## src/rtl/ebc_pkg.sv

```systemverilog
package ebc_pkg;
  localparam int CODE_W    = 4;
  localparam int NUM_CMDS  = 9;
  localparam int NUM_FLAGS = 3;
  localparam int REG_W     = 8;
  localparam int FLAG_LSB  = CODE_W;
  localparam int BUSY_BIT  = REG_W - 1;

  // flag slots, in register order above the command field
  localparam int F_RX  = 0;
  localparam int F_TX  = 1;
  localparam int F_PWR = 2;

  // strobe indices
  localparam int S_INV     = 0;
  localparam int S_FLUSH   = 1;
  localparam int S_TX      = 2;
  localparam int S_TX_NPAD = 3;
  localparam int S_TX_NCRC = 4;
  localparam int S_CSR_WR  = 5;
  localparam int S_CSR_RD  = 6;
  localparam int S_SLP_ON  = 7;
  localparam int S_SLP_OFF = 8;

  typedef enum logic [CODE_W-1:0] {
    OP_NONE    = 4'b0000,
    OP_INV     = 4'b0010,
    OP_FLUSH   = 4'b0011,
    OP_TX      = 4'b0100,
    OP_TX_NPAD = 4'b0101,
    OP_TX_NCRC = 4'b0110,
    OP_CSR_WR  = 4'b1000,
    OP_CSR_RD  = 4'b1001,
    OP_SLP_ON  = 4'b1100,
    OP_SLP_OFF = 4'b1101
  } ebc_op_e;

  // one-hot strobe vector for a code; zero for no-op and reserved codes
  function automatic logic [NUM_CMDS-1:0] op_onehot(input logic [CODE_W-1:0] code);
    logic [NUM_CMDS-1:0] v;
    v = '0;
    case (code)
      OP_INV:     v[S_INV]     = 1'b1;
      OP_FLUSH:   v[S_FLUSH]   = 1'b1;
      OP_TX:      v[S_TX]      = 1'b1;
      OP_TX_NPAD: v[S_TX_NPAD] = 1'b1;
      OP_TX_NCRC: v[S_TX_NCRC] = 1'b1;
      OP_CSR_WR:  v[S_CSR_WR]  = 1'b1;
      OP_CSR_RD:  v[S_CSR_RD]  = 1'b1;
      OP_SLP_ON:  v[S_SLP_ON]  = 1'b1;
      OP_SLP_OFF: v[S_SLP_OFF] = 1'b1;
      default:    v = '0;
    endcase
    return v;
  endfunction

  // flag next state: hardware clear > hardware set > software write > hold
  function automatic logic flag_next(input logic cur, input logic hw_set,
                                     input logic hw_clr, input logic sw_we,
                                     input logic sw_val);
    if (hw_clr)      return 1'b0;
    else if (hw_set) return 1'b1;
    else if (sw_we)  return sw_val;
    else             return cur;
  endfunction
endpackage

```

## src/rtl/ebc_flag_cell.sv

```systemverilog
module ebc_flag_cell (
  input  logic clk,
  input  logic rst_n,
  input  logic hw_set,
  input  logic hw_clr,
  input  logic sw_we,
  input  logic sw_val,
  output logic q
);
  import ebc_pkg::*;

  always_ff @(posedge clk) begin
    if (!rst_n) q <= 1'b0;
    else        q <= flag_next(q, hw_set, hw_clr, sw_we, sw_val);
  end

  a_r10_clear_wins: assert property (@(posedge clk) disable iff (!rst_n)
    hw_clr |=> !q);
  a_r10_set_beats_sw: assert property (@(posedge clk) disable iff (!rst_n)
    (hw_set && !hw_clr) |=> q);
  a_r7_holds_idle: assert property (@(posedge clk) disable iff (!rst_n)
    (!hw_set && !hw_clr && !sw_we) |=> $stable(q));
endmodule

```

## src/rtl/ebc_cmd_unit.sv

```systemverilog
module ebc_cmd_unit
  import ebc_pkg::*;
#(
  parameter int CW = CODE_W,
  parameter int NC = NUM_CMDS
) (
  input  logic          clk,
  input  logic          rst_n,
  input  logic          wr_en,
  input  logic [CW-1:0] wr_code,
  input  logic          csr_done,
  output logic [CW-1:0] code_q,
  output logic          busy,
  output logic [NC-1:0] cmd_stb
);
  logic          take;
  logic          accept;
  logic          csr_go;
  logic [NC-1:0] wr_hot;

  assign wr_hot  = op_onehot(wr_code);
  assign cmd_stb = op_onehot(code_q);
  assign accept  = |cmd_stb;
  assign csr_go  = cmd_stb[S_CSR_WR] | cmd_stb[S_CSR_RD];
  assign take    = wr_en && !busy && (code_q == '0) && (|wr_hot);

  always_ff @(posedge clk) begin
    if (!rst_n)      code_q <= '0;
    else if (take)   code_q <= wr_code;
    else if (accept) code_q <= '0;
  end

  always_ff @(posedge clk) begin
    if (!rst_n)        busy <= 1'b0;
    else if (csr_go)   busy <= 1'b1;
    else if (csr_done) busy <= 1'b0;
  end

  a_r3_onehot_stb: assert property (@(posedge clk) disable iff (!rst_n)
    $onehot0(cmd_stb));
  a_r3_single_pulse: assert property (@(posedge clk) disable iff (!rst_n)
    (|cmd_stb) |=> (cmd_stb == '0));
  a_r5_busy_origin: assert property (@(posedge clk) disable iff (!rst_n)
    $rose(busy) |-> $past(cmd_stb[S_CSR_WR] | cmd_stb[S_CSR_RD]));
  a_r6_busy_blocks: assert property (@(posedge clk) disable iff (!rst_n)
    busy |=> $stable(code_q));
endmodule

```

## src/rtl/ebc_irq_gate.sv

```systemverilog
module ebc_irq_gate
  import ebc_pkg::*;
#(
  parameter int NF = NUM_FLAGS
) (
  input  logic          clk,
  input  logic          rst_n,
  input  logic [NF-1:0] flags,
  input  logic          ie_act,
  input  logic          ie_pwr,
  output logic          irq_act,
  output logic          irq_pwr
);
  assign irq_act = ie_act & (flags[F_TX] | flags[F_RX]);
  assign irq_pwr = ie_pwr & flags[F_PWR];

  a_r11_pwr_needs_flag: assert property (@(posedge clk) disable iff (!rst_n)
    irq_pwr |-> flags[F_PWR]);
  a_r11_act_masked: assert property (@(posedge clk) disable iff (!rst_n)
    !ie_act |-> !irq_act);
endmodule

```

## src/rtl/eth_bufctl_reg.sv

```systemverilog
module eth_bufctl_reg
  import ebc_pkg::*;
(
  input  logic                clk,
  input  logic                rst_n,
  input  logic                wr_en,
  input  logic [REG_W-1:0]    wr_data,
  output logic [REG_W-1:0]    rd_data,
  output logic [NUM_CMDS-1:0] cmd_stb,
  input  logic                csr_done,
  input  logic                rx_stat_evt,
  input  logic                tx_stat_evt,
  input  logic                wake_evt,
  input  logic                rx_fifo_empty,
  input  logic                rx_fifo_single,
  input  logic                bufsize_wr,
  input  logic                ie_act,
  input  logic                ie_pwr,
  output logic                irq_act,
  output logic                irq_pwr
);
  logic [CODE_W-1:0]    code_q;
  logic                 busy;
  logic [NUM_FLAGS-1:0] flags;
  logic [NUM_FLAGS-1:0] f_set;
  logic [NUM_FLAGS-1:0] f_clr;
  logic                 empty_q;
  logic                 rx_went_empty;
  logic                 inv_stb;
  logic                 rif_set;
  logic                 rif_clr;
  logic                 unused_busy_wr;

  assign unused_busy_wr = wr_data[BUSY_BIT];

  ebc_cmd_unit #(.CW(CODE_W), .NC(NUM_CMDS)) u_cmd (
    .clk      (clk),
    .rst_n    (rst_n),
    .wr_en    (wr_en),
    .wr_code  (wr_data[CODE_W-1:0]),
    .csr_done (csr_done),
    .code_q   (code_q),
    .busy     (busy),
    .cmd_stb  (cmd_stb)
  );

  always_ff @(posedge clk) begin
    if (!rst_n) empty_q <= 1'b1;
    else        empty_q <= rx_fifo_empty;
  end

  assign rx_went_empty = rx_fifo_empty & ~empty_q;
  assign inv_stb       = cmd_stb[S_INV];
  assign rif_clr = rx_went_empty | cmd_stb[S_FLUSH] | (inv_stb & rx_fifo_single) | bufsize_wr;
  assign rif_set = rx_stat_evt | (inv_stb & ~rx_fifo_empty & ~flags[F_RX]);

  always_comb begin
    f_set        = '0;
    f_clr        = '0;
    f_set[F_RX]  = rif_set;
    f_clr[F_RX]  = rif_clr;
    f_set[F_TX]  = tx_stat_evt;
    f_set[F_PWR] = wake_evt;
  end

  for (genvar i = 0; i < NUM_FLAGS; i++) begin : g_flag
    ebc_flag_cell u_flag (
      .clk    (clk),
      .rst_n  (rst_n),
      .hw_set (f_set[i]),
      .hw_clr (f_clr[i]),
      .sw_we  (wr_en),
      .sw_val (wr_data[FLAG_LSB+i]),
      .q      (flags[i])
    );
  end

  ebc_irq_gate #(.NF(NUM_FLAGS)) u_irq (
    .clk     (clk),
    .rst_n   (rst_n),
    .flags   (flags),
    .ie_act  (ie_act),
    .ie_pwr  (ie_pwr),
    .irq_act (irq_act),
    .irq_pwr (irq_pwr)
  );

  assign rd_data = {busy, flags, code_q};

  a_r9_bufsize_clears: assert property (@(posedge clk) disable iff (!rst_n)
    bufsize_wr |=> !rd_data[FLAG_LSB+F_RX]);
  a_r9_flush_clears: assert property (@(posedge clk) disable iff (!rst_n)
    cmd_stb[S_FLUSH] |=> !rd_data[FLAG_LSB+F_RX]);
  a_r5_busy_no_sw: assert property (@(posedge clk) disable iff (!rst_n)
    (wr_en && !busy && !(cmd_stb[S_CSR_WR] | cmd_stb[S_CSR_RD])) |=> !rd_data[BUSY_BIT]);
endmodule

```

## config.mk

```make
export PLATFORM = sky130hd
export DESIGN_NAME = eth_bufctl_reg
export DESIGN_NICKNAME = d
export VERILOG_FILES = /design/src/rtl/ebc_pkg.sv /design/src/rtl/ebc_flag_cell.sv /design/src/rtl/ebc_cmd_unit.sv /design/src/rtl/ebc_irq_gate.sv /design/src/rtl/eth_bufctl_reg.sv
export SDC_FILE = /design/constraint.sdc
export NUM_CORES = 1
export LEC_CHECK = 0
export ABC_AREA = 1
export BUFFER_PORTS_ARGS = -buffer_cell sky130_fd_sc_hd__buf_2
export CAP_MARGIN = 20
export CORE_MARGIN = 3
export CORE_UTILIZATION = 38
export CTS_BUF_LIST = sky130_fd_sc_hd__clkbuf_4
export CTS_CLUSTER_DIAMETER = 30
export DETAILED_ROUTE_END_ITERATION = 16
export GPL_ROUTABILITY_DRIVEN = 1
export GPL_TIMING_DRIVEN = 0
export PLACE_DENSITY = 0.88
export SYNTH_ARGS = -nofsm -noshare
export SYNTH_HDL_FRONTEND = slang
export SYNTH_HIERARCHICAL = 1
export SYNTH_SLANG_ARGS = --single-unit
```

## constraint.sdc

```tcl
create_clock -name clk -period 1.05 [get_ports clk]
set_input_delay 0.0525 -clock clk [delete_from_list [all_inputs] [get_ports clk]]
set_output_delay 0.0525 -clock clk [all_outputs]
set_load 0.02 [all_outputs]
```

==> impl_metrics.json, run 1 <==
{
  "h-tree-depth": 1,
  "die_h_microns": 45.7,
  "syn_inst": 104,
  "status": "complete, but fails checks",
  "postRouteAntennaNets": 0,
  "clockBufferDepth": 2,
  "fin_crit_ps": 1190,
  "layout.nets": 171,
  "first_iter_violations": 13,
  "fin_crit_sh": 1.14,
  "fp.dieW_microns": 45.7,
  "fin_skew_ps": 2.32,
  "numCtsBuffers": 3,
  "syn_avg_cell_area_sq_um": 5.76,
  "final_cell_mix": "30 x buf_2, 20 x inv_1, 18 x nand2_1",
  "place_area_sq_um": 856,
  "p_total_uw": 999,
  "io_pins": 39,
  "hold_viol": 0,
  "power_leakage_uw": 0.000525,
  "ir_drop_mv": 0.808,
  "rrSetupSlack_ps": -140,
  "synth.distinct_cells": 17,
  "crit_required_ps": 1250,
  "drcViolationCount": 0,
  "max_freq_ghz": 0.838,
  "critPathCaptureType": "register",
  "final_common_cell": "buf_2",
  "dp.final_hpwl_microns": 1280,
  "grt_pass1_wl_microns": 2500,
  "synth-seq-area-share": 0.301,
  "critical_path_class": "register to register",
  "max_cap_viol_count": 0,
  "cellPowerDensity_nw_per_um2": 1030,
  "crit_chain": "nor4_4 -> buf_4 -> nand3_2 -> nand2_2 -> inv_1 -> nand2_1 -> nor2_1 -> nor2_1",
  "vias": 755,
  "ys_seq_elements": 9,
  "cpMostUsedCell": "nor2_1",
  "cp-start-kind": "register",
  "viasPerCell": 4.58,
  "yosys_warnings": 6,
  "drive_gt1_frac": 0.447,
  "antenna_found_initial": 0,
  "gp_congestion": 0.735,
  "cp.arrival_ps": 1400,
  "dr.pass1.iters": 4,
  "fin_area_sq_um": 967,
  "grt_max_degree": 9,
  "setup_violations": 14,
  "clkLatencyLatePin_ps": 260,
  "cp_slowest_stage_delay_ps": 380,
  "die_area_sq_um": 2090,
  "drt_wl_total_microns": 1700,
  "initial_core_util": 0.433,
  "num_rows": 13,
  "root_buffer": "clkbuf_4",
  "slew_violations": 0,
  "tritoncts": "built",
  "rsz0062_at_grt": "yes",
  "critPathSlowestCell": "dfxtp_4",
  "clk_pin_slew_ps": 60,
  "grt_pass1_vias": 612,
  "violations": "setup timing",
  "cts_sinks": 9,
  "hold_class": "input pin to register",
  "track_usage": 0.163,
  "grt_overflow": 0,
  "avgRoutedWirePerCell_microns": 10.3,
  "syn_area_sq_um": 599,
  "coreArea_sq_um": 1380,
  "io_buffers": 37,
  "timing.final.ws_setup_ps": -143,
  "areaGrowthSynthToFinish_pct": 61.4,
  "critPathMaxFanout": 8,
  "diodes": 0
}
## worst max-delay path, delay by kind of cell, from the launching register on
kind,cells,cell delay [ps]
simple gates,6,560
buf+inv,2,190
flops,1,380
## Yosys cell counts (all sizes together)
library cell	count	area share
a21oi	5	0.042
buf	1	0.013
clkinv	1	0.0063
conb	1	0.0063
dfxtp	9	0.30
inv	24	0.15
nand2	22	0.15
nand3	12	0.11
nor2	21	0.16
nor3	5	0.042
nor4	1	0.010
o21ai	1	0.0083
or2	1	0.010
## per-stage QoR
step	setup WS, ps	hold WS (ps)	cells	utilization	setup TNS (ps)
3_5_place_dp	-119	258	157	0.619	-261
4_1_cts	-137	7.06	165	0.694	-1000
5_1_grt	-228	26.7	165	0.700	-1960
3_3_place_gp	-91.1	256	157	0.619	-127
6_report	-143	27.4	165	0.700	-1140
2_1_floorplan	-259	121	105	-	-324
## cell families (layout without fill, tap and decap cells)
kind of cell | after synthesis | after routing | synth area share
other | 1 | 2 | 0.00626
AND/OR/NAND/NOR | 62 | 62 | 0.474
buffers and inverters | 26 | 71 | 0.169
AO/OA/AOI/OAI | 6 | 6 | 0.0501
flip-flops | 9 | 9 | 0.301
## sequential cells by signal, indices dropped and copies added (netlist names)
register         count
u_cmd/code_q         4
empty_q              1
g_flag.u_flag/q      3
u_cmd/busy           1
## timing repair
| item | CTS | global route |
|---|---|---|
| buffers inserted | 3 | 0 |
| hold endpoints to repair | 1 | 0 |
| endpoints found under the setup margin | 14 | 14 |
| gates resized for setup | 15 | 2 |
| hold buffers | 1 | 0 |
| pin swaps | 2 | 0 |
## cell type report
type	instances	area [sq um]
fillers	110	415
multi-input cells	70	378
repair buffers	41	239
flip-flops and latches	9	195
inverters	25	98.8
clock buffers	4	30.0
well taps	15	18.8
plain buffers	1	7.51
## metal layers
metal  share of wire  vias to the layer above  global-route usage
met5               0                        -                   0
met4           0.014                        0              0.0852
met3           0.069                        4              0.0237
met1            0.38                      317               0.179
met2            0.54                       31               0.295
li1                -                      403                   -
## worst paths after layout
| check | to | depth (start not counted) | start |
|---|---|---|---|
| worst max register to register | g_flag[0].u_flag/q | 8 | u_cmd/code_q[2] |
| worst max-delay path | g_flag[0].u_flag/q | 8 | u_cmd/code_q[2] |
| worst min-delay path | empty_q | 2 | rst_n |
| worst min register to register | u_cmd/code_q[2] | 2 | u_cmd/code_q[2] |
## power breakdown
group	total, uW	switching (uW)	internal, uW	leakage, uW
registers	395	36.1	359	0.0000768
logic	304	180	124	0.000430
clock network	300	127	173	0.0000184
total	999	343	656	0.000525
Power figures use the tool's default switching activity.
==> inputs of run 2 (changes only) <==
CORE_MARGIN = default   (was 3)
CTS_CLUSTER_SIZE = 25   (was default)
==> run 2 against run 1 <==
Compared with the run above:
- the flow still finishes with violations (setup timing)
- sequential power barely moved
- die area fell by 17%
- power rose by 9.6%
- wire length rose by 33%
- flip-flop and latch count did not move
- first-iteration DRC count rose by 130%
- non-clock buffer count rose by 7
- design area rose by 14%
- setup slack got worse by 110 ps
- critical path type unchanged
==> impl_metrics.json, run 2 (synthesis gave the netlist of run 1 again) <==
{
  "multi_input_area_sq_um": 435,
  "largestRegisters": "u_cmd/code_q: 4 flops, g_flag.u_flag/q: 3 flops",
  "coreArea_sq_um": 1380,
  "vias": 890,
  "antenna_found_initial": 0,
  "critPathSlowestCell": "dfxtp_4",
  "final_common_cell": "buf_2",
  "grt_pass1_wl_microns": 3220,
  "tritoncts": "built",
  "timing.setup.tns_ps": -2330,
  "clkPwrFrac": 0.283,
  "drt_wl_total_microns": 2270,
  "slew_violations": 0,
  "clk_pin_slew_ps": 60,
  "status": "complete, but fails checks",
  "comb_power_share": 0.354,
  "power_leakage_uw": 0.000593,
  "die_h_microns": 41.7,
  "switching_power_uw": 402,
  "avgRoutedWirePerCell_microns": 13.2,
  "num_rows": 13,
  "grt_max_degree": 9,
  "hold_class": "input pin to register",
  "fp.dieW_microns": 41.7,
  "timing.rr.start": "u_cmd/code_q[2]",
  "reg2regPathDepth": 6,
  "setup_violations": 14,
  "power_frac_seq": 0.363,
  "numCtsBuffers": 3,
  "critical_path_class": "register to register",
  "drive_gt1_frac": 0.529,
  "layout.nets": 178,
  "fin_crit_sh": 1.24,
  "cellPowerDensity_nw_per_um2": 991,
  "drcViolationCount": 0,
  "final_cell_mix": "27 x buf_2, 19 x inv_1, 17 x nand2_1, 17 x nor2_1, 17 x buf_4",
  "timing.final.ws_setup_ps": -257,
  "swShare": 0.368,
  "dr.pass1.iters": 4,
  "crit_required_ps": 1240,
  "diodes": 0,
  "fin_crit_ps": 1310,
  "largest_reg_flops": 4,
  "root_buffer": "clkbuf_4",
  "rr_endpoint": "u_cmd/code_q[2]",
  "critPathCaptureType": "register",
  "die_area_sq_um": 1740,
  "clkLatencyLatePin_ps": 270,
  "track_usage": 0.242,
  "viasPerCell": 5.17,
  "fillers": 87,
  "postRouteAntennaNets": 0,
  "regArea_sq_um": 195,
  "fin_skew_ps": 0.294,
  "hold_viol": 0,
  "crit_chain": "buf_4 -> nor2_4 -> nand2_2 -> nor2_4 -> nand3_1 -> a21oi_1",
  "ir_drop_mv": 0.538,
  "io_pins": 39,
  "violations": "setup timing",
  "critPathMaxFanout": 7,
  "dp.final_hpwl_microns": 1340,
  "crit_end": "u_cmd/code_q[2]",
  "gp_congestion": 0.836,
  "startpoint": "u_cmd/code_q[2]",
  "clockBufferDepth": 2,
  "finalNonFillerCells": 172,
  "grt_overflow": 0,
  "cts_sinks": 9,
  "rrSetupSlack_ps": -260,
  "placedCellCount": 157,
  "areaGrowthSynthToFinish_pct": 84.3,
  "cp-start-kind": "register",
  "first_iter_violations": 30,
  "grt_pass1_vias": 782,
  "post-place-ws_ps": -137,
  "max_freq_ghz": 0.765,
  "top_register": "u_cmd/code_q",
  "cp_slowest_stage_delay_ps": 380,
  "max_cap_viol_count": 0,
  "initial_core_util": 0.433,
  "io_buffers": 37,
  "rsz0062_at_grt": "yes",
  "p_int_uw": 692,
  "cp.arrival_ps": 1500,
  "h-tree-depth": 1,
  "cpMostUsedCell": "nor2_4"
}
run 2: cell count changes in the layout (fill, tap and decap cells not counted), moves of 2 or more:
cell / delta
buf_2: -3
buf_4: +7
buf_6: +2
nand2_4: +2
nand3_1: -4
nand3_2: +4
nor3_1: -2
run 2: worst min path at each step:
stage	startpoint	to	slack (ps)	cells after the start
2_1_floorplan	rst_n	empty_q	120	1
3_3_place_gp	rx_fifo_empty	empty_q	260	3
3_5_place_dp	rx_fifo_empty	empty_q	270	3
4_1_cts	rst_n	empty_q	5	2
5_1_grt	rst_n	empty_q	40	2
6_report	rst_n	empty_q	50	2
run 2: layout make-up:
cell class                 count  share of cell area
tap                           15              0.0170
buffer                         1             0.00680
sequential                     9               0.177
timing repair buffer          48               0.289
multi-input combinational     70               0.394
clock buffer                   4              0.0272
inverter                      25              0.0895
run 2: critical path: cells and delay by family, from the launching register on:
kind	cells	cell delay, ps
compound gates	1	180
buf+inv	1	150
flops	1	380
simple gates	4	520
run 2: power groups by stage:
stage / Sequential, uW / Combinational, uW / Clock [uW]
2_1_floorplan: 416 / 161 / 0
3_3_place_gp: 400 / 261 / 0
3_5_place_dp: 401 / 274 / 0
4_1_cts: 395 / 313 / 314
5_1_grt: 401 / 417 / 333
6_report: 398 / 387 / 310
run 2: per-stage QoR:
step | util | hold slack, ps | instance area [sq um] | power, uW
after global routing | 0.799 | 39.6 | 1100 | 1150
after global placement | 0.619 | 258 | 856 | 661
after CTS | 0.715 | 4.62 | 988 | 1020
after detailed placement | 0.619 | 271 | 856 | 675
after floorplan | - | 121 | 652 | 577
final | 0.799 | 50.7 | 1100 | 1090
run 2: timing repair:
item	4_1_cts	5_1_grt
pin swaps	2	3
endpoints found under the setup margin	14	15
setup buffers	4	6
resized for setup	17	18
hold endpoints to repair	1	0
cloned	0	0
hold buffers	1	0
run 2: layer usage:
layer / track usage / vias up / share of wire
met5: 0 / - / 0
met4: 0.174 / 0 / 0.047
met3: 0.0304 / 12 / 0.060
met2: 0.453 / 52 / 0.55
met1: 0.239 / 408 / 0.35
li1: - / 418 / -
